[src/rtl/irqc_pkg.sv]
package irqc_pkg;
  localparam int SRC_W      = 16;
  localparam int B_SOFT     = 0;
  localparam int B_RX_PKT   = 1;
  localparam int B_RX_HIGH  = 2;
  localparam int B_RX_DRAIN = 3;
  localparam int B_RX_DMA   = 4;
  localparam int B_TX_PKT   = 5;
  localparam int B_TX_LOW   = 6;
  localparam int B_TX_FILL  = 7;
  localparam int B_TX_DMA   = 8;
  localparam int N_USED     = 9;

  typedef logic [SRC_W-1:0] src_t;

  localparam src_t USED_BITS    = src_t'((1 << N_USED) - 1);
  localparam src_t RESET_MASK   = src_t'((1 << B_SOFT) | (1 << B_RX_PKT) |
                                         (1 << B_RX_HIGH) | (1 << B_TX_LOW));
  localparam src_t NODELAY_BITS = src_t'((1 << B_SOFT) | (1 << B_RX_DRAIN) |
                                         (1 << B_TX_FILL));

  // Cause register update: clears act on the old value, sets always survive.
  function automatic src_t f_next_status(input src_t cur, input src_t set,
                                         input logic rd, input logic we,
                                         input src_t wd);
    src_t clr;
    clr = rd ? '1 : (we ? wd : '0);
    return (cur & ~clr) | (set & USED_BITS);
  endfunction

  // Remove watermark causes whose arming event has not happened.
  function automatic src_t f_qualify(input src_t masked, input logic rx_ok,
                                     input logic tx_ok);
    src_t q;
    q = masked;
    if (!rx_ok) q[B_RX_HIGH] = 1'b0;
    if (!tx_ok) q[B_TX_LOW]  = 1'b0;
    return q;
  endfunction
endpackage

[src/rtl/irqc_regs.sv]
module irqc_regs import irqc_pkg::*; (
  input  logic clk,
  input  logic rst_n,
  input  src_t src_set,
  input  logic st_rd,
  input  logic st_we,
  input  src_t st_wdata,
  input  logic msk_we,
  input  src_t msk_wdata,
  input  logic en_we,
  input  logic en_wdata,
  output src_t status_q,
  output src_t status_d,
  output src_t mask_q,
  output src_t mask_d,
  output logic en_q,
  output logic en_d,
  output logic post_evt,
  output logic reopen,
  output logic rsv_err
);
  logic rsv_hit;

  assign status_d = f_next_status(status_q, src_set, st_rd, st_we, st_wdata);
  assign mask_d   = msk_we ? (msk_wdata & USED_BITS) : mask_q;
  assign en_d     = en_we ? en_wdata : en_q;
  assign post_evt = |(src_set & USED_BITS);
  assign reopen   = (msk_we && (mask_d != mask_q)) || (en_d && !en_q);
  assign rsv_hit  = (|(src_set & ~USED_BITS)) || (st_we && |(st_wdata & ~USED_BITS));

  always_ff @(posedge clk) begin
    if (!rst_n) begin
      status_q <= '0;
      mask_q   <= RESET_MASK;
      en_q     <= 1'b0;
      rsv_err  <= 1'b0;
    end else begin
      status_q <= status_d;
      mask_q   <= mask_d;
      en_q     <= en_d;
      rsv_err  <= rsv_hit;
    end
  end

  a_r12_no_reserved: assert property (@(posedge clk) disable iff (!rst_n)
    ((status_q | mask_q) & ~USED_BITS) == '0);
  a_r3_read_clears: assert property (@(posedge clk) disable iff (!rst_n)
    (st_rd && src_set == '0) |=> status_q == '0);
  a_r4_w1c_clears: assert property (@(posedge clk) disable iff (!rst_n)
    (st_we && !st_rd && src_set == '0) |=> (status_q & $past(st_wdata)) == '0);
  a_r2_set_sticks: assert property (@(posedge clk) disable iff (!rst_n)
    (!st_rd && !st_we) |=> (status_q & $past(src_set & USED_BITS)) == $past(src_set & USED_BITS));
endmodule

[src/rtl/irqc_qual.sv]
module irqc_qual import irqc_pkg::*; (
  input  logic clk,
  input  logic rst_n,
  input  logic post_evt,
  input  logic rx_arm,
  input  logic tx_arm,
  input  src_t masked,
  output src_t qualified,
  output logic rx_armed,
  output logic tx_armed
);
  assign qualified = post_evt ? f_qualify(masked, rx_armed, tx_armed) : '0;

  always_ff @(posedge clk) begin
    if (!rst_n) begin
      rx_armed <= 1'b0;
      tx_armed <= 1'b0;
    end else begin
      if (rx_arm)        rx_armed <= 1'b1;
      else if (post_evt) rx_armed <= 1'b0;
      if (tx_arm)        tx_armed <= 1'b1;
      else if (post_evt) tx_armed <= 1'b0;
    end
  end

  a_r7_rx_consumed: assert property (@(posedge clk) disable iff (!rst_n)
    (post_evt && !rx_arm) |=> !rx_armed);
  a_r8_tx_consumed: assert property (@(posedge clk) disable iff (!rst_n)
    (post_evt && !tx_arm) |=> !tx_armed);
endmodule

[src/rtl/irqc_timer.sv]
module irqc_timer #(
  parameter int DLY_W = 16
) (
  input  logic             clk,
  input  logic             rst_n,
  input  logic             kill,
  input  logic             now,
  input  logic             sched,
  input  logic [DLY_W-1:0] dly,
  output logic             irq,
  output logic             pending
);
  logic [DLY_W-1:0] cnt_q, cnt_d;
  logic             irq_d, pend_d, fire;

  // A new deadline wins only when strictly earlier than the remaining time.
  function automatic logic f_earlier(input logic pend, input logic [DLY_W-1:0] remain,
                                     input logic [DLY_W-1:0] d);
    return !pend || (d < remain);
  endfunction

  assign fire = pending && (cnt_q == DLY_W'(1));

  always_comb begin
    irq_d  = irq;
    pend_d = pending;
    cnt_d  = pending ? (cnt_q - DLY_W'(1)) : cnt_q;
    if (kill) begin
      irq_d  = 1'b0;
      pend_d = 1'b0;
    end else if (now || irq || fire) begin
      irq_d  = 1'b1;
      pend_d = 1'b0;
    end else if (sched && f_earlier(pending, cnt_d, dly)) begin
      pend_d = 1'b1;
      cnt_d  = dly;
    end
  end

  always_ff @(posedge clk) begin
    if (!rst_n) begin
      irq     <= 1'b0;
      pending <= 1'b0;
      cnt_q   <= '0;
    end else begin
      irq     <= irq_d;
      pending <= pend_d;
      cnt_q   <= cnt_d;
    end
  end

  a_r6_pending_count: assert property (@(posedge clk) disable iff (!rst_n)
    pending |-> (cnt_q != '0));
  a_r6_line_or_wait: assert property (@(posedge clk) disable iff (!rst_n)
    irq |-> !pending);
  a_r9_kill_drops: assert property (@(posedge clk) disable iff (!rst_n)
    kill |=> (!irq && !pending));
endmodule

[src/rtl/irqc_top.sv]
module irqc_top import irqc_pkg::*; #(
  parameter int   DLY_W     = 16,
  parameter int   DEF_DELAY = 8,
  parameter src_t NODELAY   = NODELAY_BITS
) (
  input  logic             clk,
  input  logic             rst_n,
  input  logic [SRC_W-1:0] src_set,
  input  logic             rx_drained,
  input  logic             tx_filled,
  input  logic             en_we,
  input  logic             en_wdata,
  input  logic             dly_we,
  input  logic [DLY_W-1:0] dly_wdata,
  input  logic             st_rd,
  input  logic             st_we,
  input  logic [SRC_W-1:0] st_wdata,
  input  logic             msk_we,
  input  logic [SRC_W-1:0] msk_wdata,
  output logic [SRC_W-1:0] st_rdata,
  output logic [SRC_W-1:0] msk_rdata,
  output logic             irq,
  output logic             rsv_err
);
  src_t status_q, status_d, mask_q, mask_d, masked_d, qualified;
  logic en_q, en_d, post_evt, reopen, rx_armed, tx_armed;
  logic hit, urgent, now, kill, pending;
  logic [DLY_W-1:0] dly_q;

  irqc_regs u_regs (
    .clk(clk), .rst_n(rst_n), .src_set(src_set), .st_rd(st_rd), .st_we(st_we),
    .st_wdata(st_wdata), .msk_we(msk_we), .msk_wdata(msk_wdata), .en_we(en_we),
    .en_wdata(en_wdata), .status_q(status_q), .status_d(status_d), .mask_q(mask_q),
    .mask_d(mask_d), .en_q(en_q), .en_d(en_d), .post_evt(post_evt), .reopen(reopen),
    .rsv_err(rsv_err)
  );

  assign masked_d = status_d & mask_d;

  irqc_qual u_qual (
    .clk(clk), .rst_n(rst_n), .post_evt(post_evt), .rx_arm(rx_drained),
    .tx_arm(tx_filled), .masked(masked_d), .qualified(qualified),
    .rx_armed(rx_armed), .tx_armed(tx_armed)
  );

  always_ff @(posedge clk) begin
    if (!rst_n)      dly_q <= DLY_W'(DEF_DELAY);
    else if (dly_we) dly_q <= dly_wdata;
  end

  assign hit    = |qualified;
  assign urgent = |(qualified & NODELAY);
  assign now    = (reopen && |masked_d) || (hit && (urgent || dly_q == '0));
  assign kill   = !en_d || (masked_d == '0);

  irqc_timer #(.DLY_W(DLY_W)) u_timer (
    .clk(clk), .rst_n(rst_n), .kill(kill), .now(now), .sched(hit),
    .dly(dly_q), .irq(irq), .pending(pending)
  );

  assign st_rdata  = status_q;
  assign msk_rdata = mask_q;

  a_r9_line_needs_cause: assert property (@(posedge clk) disable iff (!rst_n)
    irq |-> (en_q && (status_q & mask_q) != '0));
  a_r11_disabled_quiet: assert property (@(posedge clk) disable iff (!rst_n)
    !en_q |-> (!irq && !pending));
  a_r5_urgent_now: assert property (@(posedge clk) disable iff (!rst_n)
    (urgent && !kill) |=> irq);
  a_r10_reopen_now: assert property (@(posedge clk) disable iff (!rst_n)
    (reopen && !kill) |=> irq);
  a_r7_armed_known: assert property (@(posedge clk) disable iff (!rst_n)
    (post_evt && !rx_armed) |-> !qualified[B_RX_HIGH]);
  a_r8_armed_known: assert property (@(posedge clk) disable iff (!rst_n)
    (post_evt && !tx_armed) |-> !qualified[B_TX_LOW]);
endmodule

[config.mk]
export PLATFORM = sky130hd
export DESIGN_NAME = irqc_top
export DESIGN_NICKNAME = d
export VERILOG_FILES = /design/src/rtl/irqc_pkg.sv /design/src/rtl/irqc_regs.sv /design/src/rtl/irqc_qual.sv /design/src/rtl/irqc_timer.sv /design/src/rtl/irqc_top.sv
export SDC_FILE = /design/constraint.sdc
export NUM_CORES = 1
export LEC_CHECK = 0
export BUFFER_PORTS_ARGS = -buffer_cell sky130_fd_sc_hd__buf_2
export CAP_MARGIN = 15
export CORE_MARGIN = 5
export CORE_UTILIZATION = 52
export CTS_CLUSTER_SIZE = 24
export DETAILED_ROUTE_END_ITERATION = 16
export GPL_ROUTABILITY_DRIVEN = 1
export PLACE_DENSITY = 0.81
export SLEW_MARGIN = 40
export SYNTH_ARGS = -nofsm -noshare
export SYNTH_HDL_FRONTEND = slang
export SYNTH_SLANG_ARGS = --single-unit
export TNS_END_PERCENT = 5
[constraint.sdc]
create_clock -name clk -period 4 [get_ports clk]
set_clock_uncertainty 0.15 [all_clocks]
set_input_delay 0.4 -clock clk [delete_from_list [all_inputs] [get_ports clk]]
set_output_delay 0.4 -clock clk [all_outputs]
set_load 0.02 [all_outputs]
Word level (Yosys, flattened, before mapping)

Cells that the tools add are included.

Register bits: 70
Latch bits: 0
Bits in writable memories: 0
Memory bits (read-only): 0
Input port bits: 74
Output and inout port bits: 34
Logic and storage cells: 63
Memories: 0

Add/subtract/negate cells: 1
Multiply operators: 0
Divide/modulo/power cells: 0
Magnitude comparators: 1
Eq/ne operators: 2
Shift-type cells: 0
Mux-type cells: 14
Bitwise operators: 5
Reduce and logical (&&, ||, !) cells: 30

Operators by type and width:

| cell                  | count |
|---|---|
| $mux 16               | 8 |
| $and 16x16->16        | 2 |
| $logic_not 16->1      | 2 |
| $reduce_or 16->1      | 2 |
| $eq 16x1->1 const B   | 1 |
| $lt 16x16->1          | 1 |
| $ne 16x16->1          | 1 |
| $not 16->16           | 1 |
| $or 16x9->16          | 1 |
| $sub 16x1->16 const B | 1 |
| $reduce_or 7->1       | 2 |
| $reduce_or 9->1       | 1 |
| $logic_or 1x1->1      | 8 |
| $logic_and 1x1->1     | 7 |
| $mux 1                | 6 |
| $reduce_or 3->1       | 2 |
| $reduce_bool 2->1     | 2 |
| $logic_not 1->1       | 3 |
| $reduce_or 2->1       | 1 |
| $not 1->1             | 1 |

Logic depth before layout (Yosys ltp)

Gate-level depths: netlist of run 1.

Depth after elaboration: 16
Gate-level depth with buffers: 16
Depth with buffers taken out: 13

Modules after synthesis

Synthesis of run 1 repeated with hierarchy kept, for this count alone.

Cells, all modules: 427
Area, all modules: 3,895.0 um2

Modules (own cells, without submodules):

| module     | times used | cells each | area an instance (um2) | sequential area each (um2) |
|---|---|---|---|---|
| irqc_regs  | 1          | 153        | 1,463.9                | 680.7 |
| irqc_timer | 1          | 165        | 1,421.4                | 360.3 |
| irqc_top   | 1          | 86         | 813.3                  | 320.3 |
| irqc_qual  | 1          | 23         | 196.4                  | 40.0 |

Least setup slack after synthesis of run 1

Ideal clock, no wire load.

Kind: reg-to-reg
Start: reg u_timer.cnt_q[4]
End: reg u_timer.cnt_q[10]
Setup time: 0.121 ns
Arrival time: 2.799 ns
Required time: 3.729 ns
Setup slack: 0.929 ns
Cell stages (with the launch flop): 15
Path buffers: 2
Period minus slack after synthesis: 3.071 ns
Path through: dfxtp_1 -> nor4_1 -> and3_1 -> clkbuf_1 -> nand2_1 -> xor2_1 -> ha_1 -> nand2_1 -> o21ai_0 -> a41oi_1 -> or3_1 -> a21oi_1 -> nand4b_1 -> buf_6 -> mux2_4

Word-level cells in the longest chain between the ends: 8
Elaborated cells on any way between the ends: 11

Ends and longest elaborated chain:

| item                   | RTL line         | RTL |
|---|---|---|
| from (decl)            | irqc_timer.sv:13 | `logic [DLY_W-1:0] cnt_q, cnt_d;` |
| from (signal assigned) | irqc_timer.sv:48 | `cnt_q <= cnt_d;` |
| $sub 16x1->16          | irqc_timer.sv:27 | `cnt_d = pending ? (cnt_q - DLY_W'(1)) : cnt_q;` |
| $mux 16                | irqc_timer.sv:27 |  |
| $lt 16x16->1           | irqc_timer.sv:19 | `return !pend \|\| (d < remain);` |
| $logic_or 1x1->1       | irqc_timer.sv:19 |  |
| $logic_and 1x1->1      | irqc_timer.sv:34 | `end else if (sched && f_earlier(pending, cnt_d, dly)) begin` |
| $mux 16                | irqc_timer.sv:34 |  |
| $mux 16                | irqc_timer.sv:31 | `end else if (now \|\| irq \|\| fire) begin` |
| $mux 16 *              | irqc_timer.sv:28 | `if (kill) begin` |

Mark *: on every way between the ends. The rest lies on a longest branch, timed or not.
A chain may end at the register's enable or synchronous reset.

Final worst setup path of run 1

Start: reg u_timer.cnt_q[4]
End: reg u_timer.cnt_q[1]

Word-level cells in the longest chain between the ends: 8
Elaborated cells on any way between the ends: 11

Ends and longest elaborated chain:

| item              | RTL line |
|---|---|
| $sub 16x1->16     | irqc_timer.sv:27 |
| $mux 16           | irqc_timer.sv:27 |
| $lt 16x16->1      | irqc_timer.sv:19 |
| $logic_or 1x1->1  | irqc_timer.sv:19 |
| $logic_and 1x1->1 | irqc_timer.sv:34 |
| $mux 16           | irqc_timer.sv:34 |
| $mux 16 *         | irqc_timer.sv:31 |
| $mux 16 *         | irqc_timer.sv:28 |

Marks and branches as above.

==> reports/metrics.yaml, run 1 <==
status: "finished clean"
die_height_um: 92.75
drc: 0
cts_buffers: 9
cpMostUsedCell: "a21oi_1"
place_ws_ns: 0.2957
synth_cells: 392
clk_pin_slew_ns: 0.08
port_buffers: 100
ys_ff_latch: 70
path_buf_inv: 1
p_seq_frac: 0.448
period_needed_ns: 3.748
cp_data_required_time_ns: 4.11
syn-cell-area_um2: 3561
synthesis.nets: 483
coreArea_um2: 6719
start_kind: "flip-flop"
ctsHtreeMaxLevel: 3
power.share.combinational: 0.161
end_kind: "flip-flop"
crit_chain: "nor4_2 > nand3_1 > nor4_1 > xnor2_1 > ha_1 > a21oi_1 > o21ai_0 > a41oi_1 > or3_1 > a21oi_1 > nand4b_1 > buf_4 > mux2i_1"
pwr_density_cell_nw_per_um2: 394.3
synth_top_area_frac: 0.3935
grt_antenna_before_repair: 0
diodes: 0
drt-wirelength-per-cell_um: 15.87
drtPass1Iterations: 4
slew_headroom: 0.5079
fin_setup_tns_ns: 0
slew_viol_final: 0
ff2ff_path_depth: 13
start_util: 0.5300
synthDistinctLibCells: 57
gp_congestion: 0.8578
pin_count: 108
yosysTopAreaCell: "dfxtp_1"
synth_most_common_cell: "dfxtp_1"
routed_wl_um: 9093
p_sw_frac: 0.2609
reg2reg_slack_ns: 0.25
synth_edf_count: 0
grt_pass1_wl_um: 15210
clock_path_buffers: 2
cts_root_buf: "clkbuf_8"
min_period_over_period: 0.9370
postSynthAreaPerCell_um2: 9.084
cp_max_fo: 8
switchingPower_mw: 0.4431
synth_flop_cell: "dfxtp_1"
hold_viol: 0
rsz0062_at_grt: "no"
post-dp-hpwl_um: 6849
crit_family: "simple AND/OR/NAND/NOR gates"
yosys-top-cells-area: "dfxtp_1 (39%), mux2i_1 (11%), ha_1 (6.0%)"
vias: 3192
fmax_ghz: 0.2668
cap_violations: 0
vias_per_cell: 5.571
drive_gt1_frac: 0.2718
yosysWarnings: 0
cp.depth: 13
ant_nets: 0
worstMarginPinSlew_ns: 0.7382
hold_depth: 3
ir_drop_uv: 260.7
tritoncts: "yes"
synthArstFlopShare: 0
drt_iter0_markers: 171
intPower_mw: 1.255
synth_seq_area_share: 0.3935
grt_pass1_vias: 3285
grt_max_degree: 44
slowest_delay_ns: 0.38
power.leakage_nw: 2.006
crit_slowest_cell: "nor4_2"
finalNetCount: 579
dieArea_um2: 8603
path_class: "reg2reg"
clock_sinks: 70
hold_ws_ns: 0.1271
synth_common_cells: "dfxtp_1 (70), nand2_1 (55), nor2_1 (47)"
fp-row-count: 30
setup_viol: 0
hp-class: "in2reg"
worstPathArrival_ns: 3.86
grt.overflow.total: 0
die_w_um: 92.75
grt_use_total: 0.2196
clkLatencyLatePin_ns: 0.34
syn_to_final_growth_pct: 20.94
setup_slack_ns: 0.2519
clockPowerShare: 0.391
[cell usage in the layout (no fill, tap or decap), types with 7 or more instances in the layout]
cell type  instances
nor4_1            11
nor2_1            47
buf_2            100
nand4_1            8
nand2_1           55
mux2i_1           38
a21oi_1            9
or2b_1             8
dfxtp_1           70
clkbuf_8          12
a31oi_1            8
and2_1            12
nand2b_1           7
ha_1              17
xnor2_1           18
[path summary, 6_finish.rpt]
path,start,endpoint
max,u_timer.cnt_q[4],u_timer.cnt_q[1]
min,rx_drained,u_qual.rx_armed
max reg2reg,u_timer.cnt_q[4],u_timer.cnt_q[1]
min reg2reg,u_regs.status_q[9],u_regs.status_q[9]
[state kept, by name, indices dropped and copies added (netlist names)]
register and flops:
dly_q 16, u_qual.rx_armed 1, u_qual.tx_armed 1, u_regs.en_q 1, u_regs.mask_q 16, u_regs.rsv_err 1, u_regs.status_q 16, u_timer.cnt_q 16
u_timer.irq 1, u_timer.pending 1
[stage by stage]
step	area [um^2]	utilization	total power, mW	cells
detailed placement	4060	0.6043	1.045	557
global placement	4060	0.6043	1.034	557
global route	4307	0.6410	1.766	573
finish	4307	0.6410	1.698	573
CTS	4294	0.6391	1.696	573
floorplan	3561	-	0.9549	392
[cells by family (layout without fill, tap and decap cells)]
group           Yosys count  count (layout)  synth area share
fa+ha+maj                17              17           0.05973
simple gates            174             174            0.2428
flops                    70              70            0.3935
buf+inv                  22             123           0.03795
xor+xnor                 24              24           0.05903
mux                      42              42            0.1205
compound gates           43              43           0.08644
[metal layers]
| layer | vias up | share of wire | global-route usage |
|---|---|---|---|
| met3 | 24 | 0.074 | 0.06418 |
| met1 | 1493 | 0.41 | 0.2553 |
| met5 | - | 0 | 0 |
| met2 | 109 | 0.48 | 0.3770 |
| met4 | 0 | 0.030 | 0.09035 |
| li1 | 1566 | - | - |
[cell type report]
type / count / area, um^2
Timing Repair Buffer: 102 / 515.5
Inverter: 5 / 18.77
Tap cell: 80 / 100.1
Clock inverter: 3 / 65.06
Sequential cell: 70 / 1401
Fill cell: 533 / 2412
Clock buffer: 13 / 168.9
Multi-Input combinational cell: 300 / 2037
[what timing repair did]
| action | 4_1_cts | 5_1_grt |
|---|---|---|
| setup endpoints to repair | 0 | 14 |
| resized for setup | 0 | 1 |
| hold endpoints to repair | 0 | 0 |
| hold buffers | 0 | 0 |
| setup buffers | 0 | 0 |
[power by group through the flow]
stage / registers [mW] / logic, mW / clock network (mW)
finish: 0.761 / 0.273 / 0.664
global placement: 0.774 / 0.260 / 0
global route: 0.765 / 0.305 / 0.697
detailed placement: 0.775 / 0.270 / 0
CTS: 0.760 / 0.274 / 0.662
floorplan: 0.782 / 0.173 / 0
[tightest hold or removal path, delay by kind of cell]
kind	cells	cell delay, ns
buf+inv	1	0.08
simple gates	1	0.06
compound gates	1	0.03
(Power assumes the default switching activity.)
==> inputs of run 2 (changes only) <==
--- a/config.mk
+++ b/config.mk
@@ -8,11 +8,11 @@
 export BUFFER_PORTS_ARGS = -buffer_cell sky130_fd_sc_hd__buf_2
 export CAP_MARGIN = 15
 export CORE_MARGIN = 5
-export CORE_UTILIZATION = 52
+export CORE_UTILIZATION = 45
 export CTS_CLUSTER_SIZE = 24
 export DETAILED_ROUTE_END_ITERATION = 16
 export GPL_ROUTABILITY_DRIVEN = 1
-export PLACE_DENSITY = 0.81
+export PLACE_DENSITY = 0.71
 export SLEW_MARGIN = 40
 export SYNTH_ARGS = -nofsm -noshare
 export SYNTH_HDL_FRONTEND = slang
==> run 2 against run 1 <==
Net effect:
- worst hold slack worse by 0.0025 ns
- count of clock-buffer cells in the layout is 2 lower
- worst setup slack improved by 0.095 ns
- register-to-register slack better by 0.095 ns
- first-iteration DRC count fell by 34%
- sequential power hardly changed
- maximum frequency grew 2.6%
- power decreased by 5.3%
- routed wire length fell by 0.47%
- non-clock buffer count did not move
- global-route usage fell by 2.9 points
- via count decreased by 2.5%
- largest cell class unchanged
- largest power group unchanged
- highest routed layer unchanged
==> reports/metrics.yaml, run 2 (same netlist as run 1, synthesis figures left out) <==
postCtsHoldBufs: 0  # unchanged
vias_per_cell: 5.229  # -6.1%
drt_iter0_markers: 113  # -34%
die_height_um: 98.96  # +6.7%
fin_setup_tns_ns: 0  # unchanged
grt.overflow.total: 0  # unchanged
ant_nets: 0  # unchanged
dieArea_um2: 9792  # +14%
reg2reg_from: "u_timer.cnt_q[4]"
min_period_over_period: 0.9132  # -0.02382
rsz0062_at_grt: "no"
reg2reg_slack_ns: 0.35  # +0.10 ns
total_power_mw: 1.608  # -5.3%
cts_setup_buffers: 0  # unchanged
grt_pass1_vias: 3292  # +0.21%
path_buf_inv: 1  # unchanged
hp-start: "tx_filled"
start_kind: "flip-flop"
path_class: "reg2reg"
clock_sinks: 70  # unchanged
period_needed_ns: 3.653  # -0.09526 ns
clkLatencyLatePin_ns: 0.34  # about the same
hold_viol: 0  # unchanged
die_w_um: 98.96  # +6.7%
grt_antenna_before_repair: 0  # unchanged
post-dp-hpwl_um: 7065  # +3.1%
final_common_cell: "buf_2"
slowest_delay_ns: 0.51  # +0.13 ns
crit_family: "simple AND/OR/NAND/NOR gates"
clock_path_buffers: 2  # unchanged
clk_pin_slew_ns: 0.08  # about the same
slew_headroom: 0.5265  # +0.01859
worst_r2r_endpoint: "u_timer.cnt_q[1]"
setup_viol: 0  # unchanged
crit_slowest_cell: "nor4_1"
drt-wirelength-per-cell_um: 15.21  # -4.2%
crit_chain: "nor4_1 > nand3_1 > nor4_1 > xnor2_1 > ha_1 > a21oi_1 > o21ai_0 > a41oi_1 > or3_1 > a21oi_1 > nand4b_1 > buf_4 > mux2i_1"
drtPass1Iterations: 5  # +1
ff2ff_path_depth: 13  # unchanged
pin_count: 108  # unchanged
power.leakage_nw: 1.980  # -1.3%
cts_root_buf: "clkbuf_8"
port_buffers: 100  # unchanged
final_cell_mix: "buf_2 (100), dfxtp_1 (70), nand2_1 (55)"
drc: 0  # unchanged
fp-row-count: 32  # +6.7%
hold_depth: 3  # unchanged
grt_max_degree: 44  # unchanged
fill_cells: 714  # +34%
syn_to_final_growth_pct: 20.59
coreArea_um2: 7727  # +15%
cap_violations: 0  # unchanged
worstPathArrival_ns: 3.77  # -0.09 ns
diodes: 0  # unchanged
worstMarginPinSlew_ns: 0.7103  # -0.02788 ns
grt_use_total: 0.1904  # -0.02923
vias: 3111  # -2.5%
pwr_density_cell_nw_per_um2: 374.4  # -5.1%
cp_max_fo: 8  # unchanged
cts_buffers: 9  # unchanged
start_util: 0.4608  # -0.06917
ir_drop_uv: 199.5  # -23%
tritoncts: "yes"
cts_resized: 0  # unchanged
drive_gt1_frac: 0.2698  # -0.002028
min_to: "u_qual.tx_armed"
fmax_ghz: 0.2738  # +2.6%
gp_congestion: 0.8699  # +1.4%
routed_wl_um: 9050  # -0.47%
slew_viol_final: 0  # unchanged
finalNetCount: 579  # unchanged
cp_data_required_time_ns: 4.11  # about the same
end_kind: "flip-flop"
grt_pass1_wl_um: 15210  # unchanged
hp-class: "in2reg"
ctsHtreeMaxLevel: 3  # unchanged
status: "finished clean"
-- run 2: through the flow --
step / std cells / cell area, um^2 / hold WS (ns) / setup WS [ns] / util
floorplan: 392 / 3561 / 0.3015 / 0.9294 / -
global placement: 579 / 4088 / 0.2894 / 0.5659 / 0.5290
detailed placement: 579 / 4088 / 0.2836 / 0.3921 / 0.5290
CTS: 595 / 4288 / 0.1169 / 0.3614 / 0.5549
global route: 595 / 4294 / 0.1338 / 0.08806 / 0.5557
finish: 595 / 4294 / 0.1246 / 0.3471 / 0.5557
-- run 2: how the worst max path moves through the flow --
stage	startpoint	to	slack, ns	cells after the start
2_1_floorplan	u_timer.cnt_q[4]	u_timer.cnt_q[10]	0.93	14
3_3_place_gp	u_timer.cnt_q[4]	u_timer.cnt_q[4]	0.57	13
3_5_place_dp	u_timer.cnt_q[4]	u_timer.cnt_q[1]	0.39	13
4_1_cts	u_timer.cnt_q[4]	u_timer.cnt_q[1]	0.36	13
5_1_grt	u_timer.cnt_q[4]	u_timer.cnt_q[7]	0.09	13
6_report	u_timer.cnt_q[4]	u_timer.cnt_q[1]	0.35	13
-- run 2: where the power goes --
part           total (mW)  internal, mW  switching [mW]  leakage (nW)
Sequential          0.760         0.728          0.0318         0.574
Clock               0.575         0.305           0.270        0.0955
Combinational       0.273         0.124           0.148          1.31
Total                1.61          1.16           0.449          1.98
-- run 2: cell type report --
type / count / area [um^2] / share of cell area
Clock buffer: 11 / 141.4 / 0.03293
Multi-Input combinational cell: 300 / 2031 / 0.4729
Inverter: 5 / 18.77 / 0.004371
Timing Repair Buffer: 102 / 515.5 / 0.1200
Tap cell: 102 / 127.6 / 0.02972
Sequential cell: 70 / 1401 / 0.3263
Clock inverter: 5 / 58.81 / 0.01369
-- run 2: worst register-to-register path, stage by stage, from the launching register on --
cell      delay [ns]
dfxtp_1         0.34
nor4_1          0.51
nand3_1         0.32
nor4_1          0.30
xnor2_1         0.14
ha_1            0.31
a21oi_1         0.06
o21ai_0         0.28
a41oi_1         0.09
or3_1           0.33
a21oi_1         0.12
nand4b_1        0.19
buf_4           0.24
mux2i_1         0.22
-- run 2: layer usage --
metal,global-route usage,part of all wire,vias up
met4,0.05987,0.015,0
met2,0.3254,0.48,88
li1,-,-,1564
met5,0,0,-
met1,0.2267,0.44,1452
met3,0.06016,0.060,7
